`src/rtl/gpio_bank_pkg.sv`:
```
package gpio_bank_pkg;

  localparam int ADDR_W = 2;

  localparam logic [ADDR_W-1:0] ADDR_DIR   = 2'd0;
  localparam logic [ADDR_W-1:0] ADDR_SET   = 2'd1;
  localparam logic [ADDR_W-1:0] ADDR_CLR   = 2'd2;
  localparam logic [ADDR_W-1:0] ADDR_LEVEL = 2'd3;

  typedef enum logic [1:0] {
    SRC_DIR   = 2'd0,
    SRC_LATCH = 2'd1,
    SRC_LEVEL = 2'd2
  } rdSrc_e;

  typedef struct packed {
    logic   dirWrite;
    logic   setWrite;
    logic   clrWrite;
    logic   rdLoad;
    rdSrc_e rdSrc;
  } bankCtl_t;

endpackage

```
`src/rtl/gpio_bank_ctrl.sv`:
```
module gpio_bank_ctrl
  import gpio_bank_pkg::*;
(
  input  logic              wrEn,
  input  logic              rdEn,
  input  logic [ADDR_W-1:0] regAddr,
  output bankCtl_t          ctl
);

  always_comb begin
    ctl          = '0;
    ctl.rdSrc    = SRC_DIR;
    ctl.dirWrite = wrEn && (regAddr == ADDR_DIR);
    ctl.setWrite = wrEn && (regAddr == ADDR_SET);
    ctl.clrWrite = wrEn && (regAddr == ADDR_CLR);
    ctl.rdLoad   = rdEn;
    unique case (regAddr)
      ADDR_DIR:   ctl.rdSrc = SRC_DIR;
      ADDR_SET,
      ADDR_CLR:   ctl.rdSrc = SRC_LATCH;
      ADDR_LEVEL: ctl.rdSrc = SRC_LEVEL;
      default:    ctl.rdSrc = SRC_DIR;
    endcase
  end

endmodule

```
`src/rtl/gpio_bank_datapath.sv`:
```
module gpio_bank_datapath
  import gpio_bank_pkg::*;
#(
  parameter int PIN_COUNT   = 32,
  parameter int VALID_PINS  = 32,
  parameter int SYNC_STAGES = 2
) (
  input  logic                 clk,
  input  logic                 rstN,
  input  bankCtl_t             ctl,
  input  logic [PIN_COUNT-1:0] wrData,
  input  logic [PIN_COUNT-1:0] padIn,
  output logic [PIN_COUNT-1:0] rdData,
  output logic [PIN_COUNT-1:0] padOut,
  output logic [PIN_COUNT-1:0] padOutEn
);

  logic [PIN_COUNT-1:0] dirVec;
  logic [PIN_COUNT-1:0] latchVec;
  logic [PIN_COUNT-1:0] levelVec;

  for (genvar i = 0; i < PIN_COUNT; i++) begin : gPin
    if (i < VALID_PINS) begin : gLive
      logic                   dirQ;
      logic                   latchQ;
      logic [SYNC_STAGES-1:0] syncQ;

      always_ff @(posedge clk) begin
        if (!rstN) begin
          dirQ   <= 1'b1;
          latchQ <= 1'b0;
          syncQ  <= '0;
        end else begin
          syncQ <= {syncQ[SYNC_STAGES-2:0], padIn[i]};
          if (ctl.dirWrite) dirQ <= wrData[i];
          if (ctl.setWrite && wrData[i])      latchQ <= 1'b1;
          else if (ctl.clrWrite && wrData[i]) latchQ <= 1'b0;
        end
      end

      assign dirVec[i]   = dirQ;
      assign latchVec[i] = latchQ;
      assign levelVec[i] = syncQ[SYNC_STAGES-1];
    end else begin : gDead
      logic unusedPin;
      assign unusedPin   = padIn[i] ^ wrData[i];
      assign dirVec[i]   = 1'b0;
      assign latchVec[i] = 1'b0;
      assign levelVec[i] = 1'b0;
    end
  end

  always_ff @(posedge clk) begin
    if (!rstN) begin
      rdData <= '0;
    end else if (ctl.rdLoad) begin
      unique case (ctl.rdSrc)
        SRC_DIR:   rdData <= dirVec;
        SRC_LATCH: rdData <= latchVec;
        SRC_LEVEL: rdData <= levelVec;
        default:   rdData <= '0;
      endcase
    end
  end

  localparam logic [PIN_COUNT-1:0] LIVE_MASK =
    {PIN_COUNT{1'b1}} >> (PIN_COUNT - VALID_PINS);

  assign padOut   = latchVec;
  assign padOutEn = ~dirVec & LIVE_MASK;

endmodule

```
`src/rtl/gpio_strobe_bank.sv`:
```
module gpio_strobe_bank
  import gpio_bank_pkg::*;
#(
  parameter int PIN_COUNT   = 32,
  parameter int VALID_PINS  = 32,
  parameter int SYNC_STAGES = 2
) (
  input  logic                 clk,
  input  logic                 rstN,
  input  logic                 wrEn,
  input  logic                 rdEn,
  input  logic [ADDR_W-1:0]    regAddr,
  input  logic [PIN_COUNT-1:0] wrData,
  output logic [PIN_COUNT-1:0] rdData,
  input  logic [PIN_COUNT-1:0] padIn,
  output logic [PIN_COUNT-1:0] padOut,
  output logic [PIN_COUNT-1:0] padOutEn
);

  bankCtl_t ctl;

  gpio_bank_ctrl uCtrl (
    .wrEn    (wrEn),
    .rdEn    (rdEn),
    .regAddr (regAddr),
    .ctl     (ctl)
  );

  gpio_bank_datapath #(
    .PIN_COUNT   (PIN_COUNT),
    .VALID_PINS  (VALID_PINS),
    .SYNC_STAGES (SYNC_STAGES)
  ) uData (
    .clk      (clk),
    .rstN     (rstN),
    .ctl      (ctl),
    .wrData   (wrData),
    .padIn    (padIn),
    .rdData   (rdData),
    .padOut   (padOut),
    .padOutEn (padOutEn)
  );

endmodule

```
`config.mk`:
```
export PLATFORM = sky130hd
export DESIGN_NAME = gpio_strobe_bank
export DESIGN_NICKNAME = d
export VERILOG_FILES = /design/src/rtl/gpio_bank_pkg.sv /design/src/rtl/gpio_bank_ctrl.sv /design/src/rtl/gpio_bank_datapath.sv /design/src/rtl/gpio_strobe_bank.sv
export SDC_FILE = /design/constraint.sdc
export NUM_CORES = 1
export LEC_CHECK = 0
export ABC_AREA = 0
export ABC_CLOCK_PERIOD_IN_PS = 1700
export CAP_MARGIN = 25
export CORE_UTILIZATION = 42
export CTS_CLUSTER_SIZE = 40
export DETAILED_ROUTE_END_ITERATION = 8
export GPL_ROUTABILITY_DRIVEN = 0
export PLACE_DENSITY_LB_ADDON = 0.2
export SETUP_SLACK_MARGIN = 0.3
export SLEW_MARGIN = 30
export SYNTH_ARGS = -nofsm -noshare
export SYNTH_HDL_FRONTEND = slang
export SYNTH_SLANG_ARGS = --single-unit
```
`constraint.sdc`:
```
create_clock -name clk -period 1.7 [get_ports clk]
set_input_delay 0.255 -clock clk [delete_from_list [all_inputs] [get_ports clk]]
set_output_delay 0.255 -clock clk [all_outputs]
set_load 0.02 [all_outputs]
```
Yosys cells after proc, flatten, opt, wreduce, memory -nomap -nowiden --
Index checks and enable logic that the tools add are counted.
Operators by class: equality and inequality tests 5, muxes and demuxes 66, bitwise logic cells 1, reduce and logical (&&, ||, !) cells 102
Operators with widths (number):
- one-hot mux 32 bit (3 select lines) | 1
- logical AND 1 bit | 67
- two-way mux 1 bit | 64
- nonzero test 2 bit | 32
- NOT 32 bit | 1
- == test 2 bit (second input constant) | 3
- one-hot mux 2 bit (3 select lines) | 1
- == test 2 x 1 -> 1 bit (second input constant) | 2
- zero test 2 bit | 2
- OR reduction 2 bit | 1
Storage, ports and cells: register bits 160, input bits 70, output and inout port bits 96, word-level logic and storage cells 271

Longest topological paths before layout --
Gate-level depths: netlist (run 1).
depth after elaboration 5, depth in mapped cells 8, gate-level depth less buffers 5

Cells and area by module --
Synthesis (run 1) repeated with hierarchy kept, for this count alone.
Unflattened totals: cells, all modules 667, area, all modules 6232.2 um2
Modules (own cells, without submodules):
- gpio_bank_datapath | instances 1, cells an instance 657, area each 6148.4 um2
- gpio_bank_ctrl | instances 1, cells an instance 10, area each 83.8 um2

Worst setup path before layout (run 1) --
Ideal clock, no wire load.
kind input to register, start in regAddr[0], end reg uData.gPin[10].gLive.dirQ, setup time 0.141 ns, arrival time 1.173 ns, path slack 0.386 ns, stages on the path 8, buffers on the path 3, path through inv_1 -> ha_1 -> buf_2 -> and2_1 -> buf_6 -> buf_4 -> nand2_1 -> o211ai_1
On the way: cells in the longest elaborated chain, start to end 2
Ends and longest elaborated chain:
- start, declared | RTL line gpio_strobe_bank.sv:12 | input logic [ADDR_W-1:0] regAddr,
- zero test 2 bit | RTL line gpio_bank_ctrl.sv:13 | ctl.dirWrite = wrEn && (regAddr == ADDR_DIR);
- logical AND 1 bit | RTL line gpio_bank_ctrl.sv:13
- end signal, assigned | RTL line gpio_bank_datapath.sv:35 | if (ctl.dirWrite) dirQ <= wrData[i];
- end, declared | RTL line gpio_bank_datapath.sv:24 | logic dirQ;
Every way passes these cells. A chain may end at the register's enable or synchronous reset.

Worst setup path in the final report (run 1) --
start in regAddr[1], end reg uData.rdData[22]
On the way: cells in the longest elaborated chain, start to end 5, elaborated cells on any way between the ends 10
Ends and longest elaborated chain:
- == test 2 bit / == test 2 x 1 -> 1 bit (equally long branches) | RTL line gpio_bank_ctrl.sv:17 | unique case (regAddr)
- OR reduction 2 bit | RTL line gpio_bank_ctrl.sv:17
- one-hot mux 2 bit (3 select lines) (*) | RTL line gpio_bank_ctrl.sv:17
- == test 2 bit, or another cell as far along | RTL line gpio_bank_datapath.sv:57 | unique case (ctl.rdSrc)
- one-hot mux 32 bit (3 select lines) (*) | RTL line gpio_bank_datapath.sv:57
- end signal, assigned | RTL line gpio_bank_datapath.sv:58 | SRC_DIR: rdData <= dirVec;
- end signal, assigned | RTL line gpio_bank_datapath.sv:59 | SRC_LATCH: rdData <= latchVec;
- end signal, assigned | RTL line gpio_bank_datapath.sv:60 | SRC_LEVEL: rdData <= levelVec;
- end, declared | RTL line gpio_bank_datapath.sv:13 | output logic [PIN_COUNT-1:0] rdData,
Mark *: on every way between the ends. The rest lies on a longest branch, timed or not.

==> results of run 1 <==
-- power breakdown --
| group | switching, mW | internal [mW] | total [mW] |
|---|---|---|---|
| Combinational | 0.531 | 0.471 | 1.00 |
| Clock | 1.39 | 2.34 | 3.73 |
| Sequential | 0.0850 | 3.92 | 4.01 |
-- layout make-up --
type | instances | share of cell area [%]
inverters | 35 | 1.64
flip-flops and latches | 160 | 39.9
clock inverters | 5 | 0.966
well taps | 180 | 2.80
repair buffers | 192 | 21.0
clock buffers | 25 | 6.29
multi-input cells | 330 | 27.4
-- cells in the mapped netlist --
library cell / count
a222oi_1: 32
a22oi_1: 12
a22oi_2: 20
and2_1: 65
and2_4: 1
buf_2: 12
buf_4: 34
buf_6: 9
clkbuf_1: 24
clkbuf_2: 2
dfxtp_1: 160
ha_1: 5
inv_1: 35
nand2_1: 64
nand3_1: 32
nor2b_1: 33
o211ai_1: 32
o211ai_2: 1
o21ai_0: 26
o21ai_1: 6
-- metrics by stage --
| stage | utilization, % | TNS, ps | cell area [um^2] | worst slack [ps] |
|---|---|---|---|---|
| 3_3_place_gp | 54.7 | -11300 | 7620 | -242 |
| 4_1_cts | 58.7 | 0 | 8170 | 262 |
| 6_report | 57.6 | 0 | 8030 | 324 |
| 5_1_grt | 57.6 | 0 | 8030 | 298 |
| 3_5_place_dp | 54.7 | -13340 | 7620 | -259 |
| 2_1_floorplan | - | 0 | 6010 | 386 |
-- kinds of logic after synthesis --
family | after synthesis | share of synthesized area, %
AOI/OAI and AO/OA | 129 | 17.9
and+or+nand+nor | 195 | 17.0
DFF | 160 | 53.3
adders and majority gates | 5 | 1.04
buffers and inverters | 116 | 10.8
-- flip-flops by register name, indices dropped and copies added (netlist names) --
register,cells
uData.gPin.gLive.dirQ,32
uData.gPin.gLive.latchQ,32
uData.gPin.gLive.syncQ,64
uData.rdData,32
-- worst paths after layout --
| check | startpoint | end | slack [ps] | cells past startpoint |
|---|---|---|---|---|
| min reg2reg | uData.gPin[27].gLive.syncQ[0] | uData.gPin[27].gLive.syncQ[1] | 430 | 1 |
| max reg2reg | uData.gPin[22].gLive.dirQ | uData.rdData[22] | 770 | 2 |
| max | regAddr[1] | uData.rdData[22] | 320 | 6 |
| min | rstN | uData.gPin[25].gLive.dirQ | 220 | 2 |
-- layer usage --
| layer | GRT usage (%) | wire length, um |
|---|---|---|
| met3 | 5.29 | 952 |
| met5 | 0 | 0 |
| met2 | 36.6 | 7820 |
| met1 | 26.8 | 6880 |
| met4 | 7.41 | 239 |
-- repair_timing --
action	in CTS	in global routing
pin swaps	1	7
endpoints found under the setup margin	144	143
gates cloned	0	1
gates resized for setup	158	88
==> metrics.md, run 1 <==
| Metric | Value |
|---|---|
| H-Tree Depth | 4 |
| Fin. max-slew vios | 0 |
| Final hold vios | 0 |
| CP Class | in2reg |
| Final Hold Slack | ~220 ps |
| Mapped Area | 6010 um^2 |
| CP Launch Type | input port |
| Largest net degree at the start of global routing | 66 |
| Synth Register Bits | 160 |
| Leakage | 3.38 nW |
| CTS tree | built |
| Nets | 811 |
| Hold Buf Count CTS | 0 |
| Initial Util | 43.1% |
| Clock sink count | 160 |
| Cell taking the most area after synthesis | dfxtp_1 |
| RSZ-0062 raised after global routing | false |
| Total of max-cap violations | 0 |
| Clock Tree Buf Depth | 2 |
| Yosys cell types | 20 |
| Max stage delay cell, worst path | clkdlybuf4s50_1 |
| Critical path peak fanout | 15 |
| Cells after DPL | 896 |
| Setup bufs post-CTS | 0 |
| Period utilization | about four fifths |
| Multi-input logic area | between 2000 and 2500 um^2 |
| Crit path arrival time | between 1500 and 2000 ps |
| Run status | completed |
| Share of cells above drive strength 1 | a little under a fifth |
| N_diodes | 0 |
| Vias in the first global route | 4656 |
| Worst hold path class | in2reg |
| Ports | 166 |
| Die height | between 100 and 150 um |
| Synth-to-layout area growth | 33.6% |
| Max stage delay on crit path | 440 ps |
| Shortest period the worst path allows | 1380 ps |
| Largest cells by area after synthesis | dfxtp_1 (53%), and2_1 (6.8%), a222oi_1 (5.3%) |
| TritonRoute pass-1 iters | 6 |
| Routed wire length | 15.9 mm |
| Buffers and inverters on the worst path | 3 |
| Post-route ant nets | 0 |
| Total track usage | 21.6% |
| Clk Latency, worst-skew pair | 410 ps |
| Clock root cell | clkbuf_16 |
| Power Total | 8.74 mW |
| Max-Slew Margin vs Limit | around three quarters |
| Num rows | 43 |
| Vias | roughly 4800 |
| Post-DP HPWL | 10.7 mm |
| Avg Synthesized Cell Area | between 9 and 10 um^2 |
| Routed vias/inst | 5.20 |
| Setup violators final | 0 |
| Total CTS buffers | 17 |
| Core area | 13900 um^2 |
| Most frequent cells in the layout | dfxtp_1 (160), clkdlybuf4s50_1 (67), and2_1 (64), nand2_1 (64), clkbuf_2 (44) |
| Crit end category | register |
| Worst EP required | 1990 ps |
| Sequential area share after synthesis | 53.3% |
| Synth warn | 0 |
| Cell Chain, Critical Path | clkdlybuf4s50_1 > buf_4 > ha_2 > buf_8 > a222oi_1 > o21ai_1 |
| Peak VDD IR | 0.000770 V |
| Global route overflow | 0 |
| Mapped Nets | 680 |
| Power per cell area | ~1100 nW/um^2 |
| Top cell type's share of synthesized area | 53.3% |
| Fillers | 1210 |
| Post-synthesis cell count | 605 |
| Commonest non-fill, non-tap cell in the layout | dfxtp_1 |
| Clock Pin Slew Worst Setup and Hold Paths | 60 ps |
| DR DRC count | 0 |
| First-pass GRT wire length | 24.1 mm |
| Register Area | around 3200 um^2 |
| Layout Skew | 5.29 ps |
| Die Width | 122 um |
| Port Buf Inserts | 165 |
| Initial DRC count | 508 |
| Initial antenna violation count | 0 |
| Non-Filler Instances | 927 |
| Slew @ Worst Pin | ~350 ps |
| Wire per inst | about 17 um |
| Fmax achieved | just over 700 MHz |
| Largest delay share family, worst path | buffers and inverters |
| Die ar. | 14800 um^2 |
Power figures use the tool's default switching activity.
==> run 2, diff against run 1 <==
- ABC_CLOCK_PERIOD_IN_PS: 1700 -> 1200
- clock period: 1.7 -> 1.2 ns (I/O delays scaled with it)
==> run 2 against run 1 <==
Effect of this change:
- critical path depth up 5
- routed wire length up 39%
- sequential power up 43%
- sequential share of layout area down 8.2 points
- worst setup slack worse by 280 ps
- hold slack worse by 160 ps
- critical endpoint is now uData.gPin[14].gLive.dirQ
- largest cell class is now buffers
- largest power group unchanged
- highest routed layer unchanged
==> metrics.md, run 2 (synthesized netlist as in run 1, its figures left out) <==
| Metric | Value |
|---|---|
| Final hold vios | 0 |
| Vias in the first global route | 5480 |
| Crit path arrival time | 1450 ps |
| Most flops, register | uData.gPin.gLive.syncQ |
| Wire per inst | approximately 20 um |
| Clk Latency, worst-skew pair | 440 ps |
| Commonest non-fill, non-tap cell in the layout | buf_6 |
| CP most frequent cell | buf_12 |
| Die ar. | 14800 um^2 |
| Clock sink count | between 150 and 200 |
| First-pass GRT wire length | 30.3 mm |
| Routed vias/inst | 5.40 |
| Run status | completed |
| Post-DP HPWL | between 10 and 15 mm |
| Clock Tree Buf Depth | 2 |
| DR DRC count | 0 |
| RSZ-0062 raised after global routing | true |
| Slew @ Worst Pin | 408 ps |
| Global route overflow | 0 |
| Post-route ant nets | 0 |
| Max FFs per register | 64 |
| Layout Skew | between 8 and 9 ps |
| Power per cell area | 1270 nW/um^2 |
| Fmax achieved | ~860 MHz |
| Share of cells above drive strength 1 | 56.4% |
| H-Tree Depth | 4 |
| Final Hold Slack | 59.2 ps |
| Largest delay share family, worst path | buffers and inverters |
| Final setup margin | approximately 42 ps |
| Cell Chain, Critical Path | buf_8 > buf_6 > inv_8 > ha_4 > buf_6 > and2_4 > buf_12 > buf_12 > buf_12 > nand2_2 > o211ai_1 |
| Total track usage | 27.7% |
| Leakage | 4.42 nW |
| Routed wire length | 22.0 mm |
| Clock Pin Slew Worst Setup and Hold Paths | ~60 ps |
| Power Total | 13.4 mW |
| Non-Filler Instances | 1076 |
| Max stage delay cell, worst path | ha_4 |
| TritonRoute pass-1 iters | 6 |
| Largest net degree at the start of global routing | 59 |
| Total of max-cap violations | 0 |
| Nets | 960 |
| Buffers and inverters on the worst path | 7 |
| CP Class | in2reg |
| Initial antenna violation count | 0 |
| Initial Util | 43.1% |
| Port Buf Inserts | 165 |
| N_diodes | 0 |
| CP Launch Type | input port |
| Die height | around 120 um |
| CTS tree | built |
| Worst hold path class | in2reg |
| Critical path peak fanout | 8 |
| Most frequent cells in the layout | buf_6 (129), buf_4 (103), dfxtp_2 (96) |
| Fillers | around 870 |
| Num rows | 43 |
| Vias | 5807 |
| Synth-to-layout area growth | 74.8% |
| Period utilization | a little over nine tenths |
| Post-place setup slack | -685 ps |
| Initial DRC count | 682 |
| Peak VDD IR | 0.00106 V |
| Worst EP required | 1490 ps |
| Die Width | 122 um |
| Shortest period the worst path allows | 1160 ps |
| Total CTS buffers | 17 |
| Max-Slew Margin vs Limit | 72.8% |
| Core area | 13900 um^2 |
| Max stage delay on crit path | between 150 and 200 ps |
| Clock root cell | clkbuf_16 |
| Fin. max-slew vios | 0 |
| Ports | between 150 and 200 |
| Cells after DPL | 921 |
| Hold Buf Count CTS | 0 |
| Crit end category | register |
| Setup violators final | 0 |
## run 2: cell count changes in the layout (fill, tap and decap cells not counted), sizes merged, moves of 2 or more
cell / delta
clkdlybuf4s50: -2
clkinvlp: +2
clkinv: +3
clkbuf: -46
clkdlybuf4s15: -24
buf: +242
dlygate4sd2: -26
## run 2: cell type report
cell class / instances / area (um^2) / share of cell area [%]
clock inverters: 11 / 116 / 1.11
clock buffers: 19 / 443 / 4.22
well taps: 180 / 225 / 2.14
repair buffers: 341 / 3800 / 36.2
multi-input cells: 330 / 2440 / 23.2
flip-flops and latches: 160 / 3320 / 31.6
inverters: 35 / 151 / 1.44
## run 2: worst register-to-register path, cell delays in order, from the launching register on
cell and delay (ps):
dfxtp_2 330, buf_6 110, a222oi_1 400, o21ai_1 140
## run 2: path summary, 6_finish.rpt
check                                     start                             to  slack (ps)  depth (start not counted)
hold / removal                             rstN      uData.gPin[21].gLive.dirQ          60                          2
setup reg to reg       uData.gPin[0].gLive.dirQ                uData.rdData[0]          90                          3
setup / recovery                     regAddr[0]      uData.gPin[14].gLive.dirQ          40                         11
hold reg to reg   uData.gPin[19].gLive.syncQ[0]  uData.gPin[19].gLive.syncQ[1]         430                          1
## run 2: metal layers
layer / vias to the layer above / part of all wire [%] / track usage [%]
met5: - / 0 / 0
met4: 0 / 3.4 / 12.5
met3: 61 / 6.4 / 5.71
met2: 294 / 50 / 46.2
met1: 2830 / 40 / 34.3
li1: 2622 / - / -
## run 2: what timing repair did
| item | CTS | global route |
|---|---|---|
| setup endpoints to repair | 192 | 189 |
| pin swaps | 57 | 37 |
| gates cloned | 13 | 4 |
| setup buffers | 70 | 38 |
| resized for setup | 801 | 45 |
## run 2: where the power goes
| group | leakage [nW] | total, mW | switching, mW | internal [mW] |
|---|---|---|---|---|
| sequential | 1.33 | 5.73 | 0.142 | 5.59 |
| clock | 0.271 | 5.28 | 2.21 | 3.07 |
| combinational | 2.82 | 2.36 | 1.06 | 1.30 |
## run 2: stage by stage
step	TNS [ps]	util, %	area, um^2
floorplan	0	-	6180
global placement	-55500	57.1	7960
detailed placement	-55910	57.1	7960
CTS	0	71.1	9910
global route	0	75.4	10500
finish	0	75.4	10500
==> run 3, diff against run 2 <==
- SETUP_SLACK_MARGIN: 0.3 -> 0.5
==> run 3 against run 2 <==
Effect of this change:
- sequential power barely moved
- routed wire length fell by 6.7%
- utilization fell by 1.8 points
- largest cell class unchanged
- worst setup slack got worse by 10 ps
- maximum frequency fell by 0.86%
- critical path type unchanged
- largest power group unchanged
- critical path depth fell by 2
- clock skew fell by 2.3 ps
- highest routed layer unchanged
- sequential share of layout area rose by 0.78 points
- register-to-register slack got worse by 20 ps
- flip-flop and latch count did not move
==> metrics.md, run 3 (synthesized netlist as in run 1, its figures left out) <==
| Metric | Value |
|---|---|
| Final Util | 73.6% |
| Post-Route Setup TNS | 0 ps |
| Die height | approximately 120 um |
| Synth-to-layout area growth | 70.6% |
| TritonRoute pass-1 iters | 8 |
| Power per cell area | approximately 1300 nW/um^2 |
| Max FFs per register | 64 |
| Total of max-cap violations | 0 |
| Port Buf Inserts | 165 |
| Fin. max-slew vios | 0 |
| Initial antenna violation count | 0 |
| Routed vias/inst | between 5 and 6 |
| Num rows | 43 |
| Vias | 5525 |
| Final Hold Slack | 229 ps |
| Critical path peak fanout | 7 |
| Clock Tree Buf Depth | 2 |
| CP Class | in2reg |
| N_diodes | 0 |
| Total track usage | 27.6% |
| Leakage | 4.31 nW |
| Crit path arrival time | 1470 ps |
| Clock sink count | 160 |
| First-pass GRT wire length | 30.1 mm |
| Wire per inst | 19.7 um |
| DR DRC count | 0 |
| Final hold vios | 0 |
| Ports | approximately 170 |
| Period utilization | between 90% and 100% |
| Non-Filler Instances | approximately 1000 |
| Clock root cell | clkbuf_16 |
| Clock Pin Slew Worst Setup and Hold Paths | 70 ps |
| H-Tree Depth | 4 |
| Most flops, register | uData.gPin.gLive.syncQ |
| CTS tree | built |
| Vias in the first global route | 5510 |
| Die Width | 122 um |
| Most frequent cells in the layout | buf_6 (116), dfxtp_2 (96), buf_4 (81) |
| Initial Util | 43.1% |
| Core area | 13900 um^2 |
| Initial DRC count | 520 |
| Cells after DPL | between 900 and 1000 |
| Max stage delay cell, worst path | a222oi_1 |
| Commonest non-fill, non-tap cell in the layout | buf_6 |
| Clk Latency, worst-skew pair | 430 ps |
| Worst hold path class | in2reg |
| Crit end category | register |
| Shortest period the worst path allows | 1170 ps |
| Peak VDD IR | between 0.001 and 0.0015 V |
| Max stage delay on crit path | 400 ps |
| Max-Slew Margin vs Limit | 73.4% |
| Routed wire length | 20.5 mm |
| Post-route ant nets | 0 |
| Share of cells above drive strength 1 | 55.2% |
| Setup violators final | 0 |
| Fmax achieved | roughly 860 MHz |
| Buffers and inverters on the worst path | 6 |
| Largest delay share family, worst path | buffers and inverters |
| Post-DP HPWL | 10.9 mm |
| Layout Skew | 6.07 ps |
| CP Launch Type | input port |
| Largest net degree at the start of global routing | 63 |
| Worst EP required | around 1500 ps |
| Total CTS buffers | 17 |
| Final setup margin | 32.1 ps |
| Post-place setup slack | -636 ps |
| Run status | completed |
| Hold Buf Count CTS | 0 |
| RSZ-0062 raised after global routing | true |
| Die ar. | between 10000 and 15000 um^2 |
| Nets | just over 900 |
| Cell Chain, Critical Path | buf_6 > buf_8 > inv_12 > ha_4 > buf_12 > buf_8 > buf_12 > a222oi_1 > o21ai_1 |
| Slew @ Worst Pin | roughly 400 ps |
| Global route overflow | 0 |
[run 3: routing by layer]
metal	vias to the layer above	GRT usage [%]	share of wire, %
li1	2554	-	-
met1	2687	33.0	41
met2	248	48.2	51
met3	36	5.43	5.6
met4	0	11.4	2.4
met5	-	0	0
[run 3: stage by stage]
stage / instance area [um^2] / power [mW]
after floorplan: 6190 / 6.60
after global placement: 8010 / 7.35
after detailed placement: 8010 / 7.38
after CTS: 9980 / 13.1
after global routing: 10300 / 13.6
final: 10300 / 13.3
[run 3: tightest hold or removal path: stages]
cell and delay [ps]:
buf_4 150, buf_12 180, o211ai_1 100
[run 3: timing repair]
action	4_1_cts	5_1_grt
gates resized for setup	805	38
gates cloned	17	1
endpoints found under the setup margin	192	192
buffers inserted	54	15
pin swaps	59	25
[run 3: report_power, final]
part	total (mW)	switching, mW	internal, mW
Clock	5.30	2.38	2.92
Combinational	2.23	1.01	1.22
Sequential	5.72	0.142	5.58
[run 3: final cells by class]
cell class                      count  area, um^2
Inverter                           35         151
Fill cell                         911        3680
Sequential cell                   160        3320
Clock buffer                       17         425
Tap cell                          180         225
Timing Repair Buffer              305        3520
Multi-Input combinational cell    329        2460
Clock inverter                     15         151
[run 3: path summary, 6_finish.rpt]
path / to / slack, ps / depth (start not counted) / from
max: uData.rdData[12] / 30 / 9 / regAddr[1]
min: uData.gPin[3].gLive.dirQ / 230 / 3 / rstN
max reg2reg: uData.rdData[12] / 70 / 3 / uData.gPin[12].gLive.dirQ
min reg2reg: uData.gPin[15].gLive.syncQ[1] / 430 / 1 / uData.gPin[15].gLive.syncQ[0]
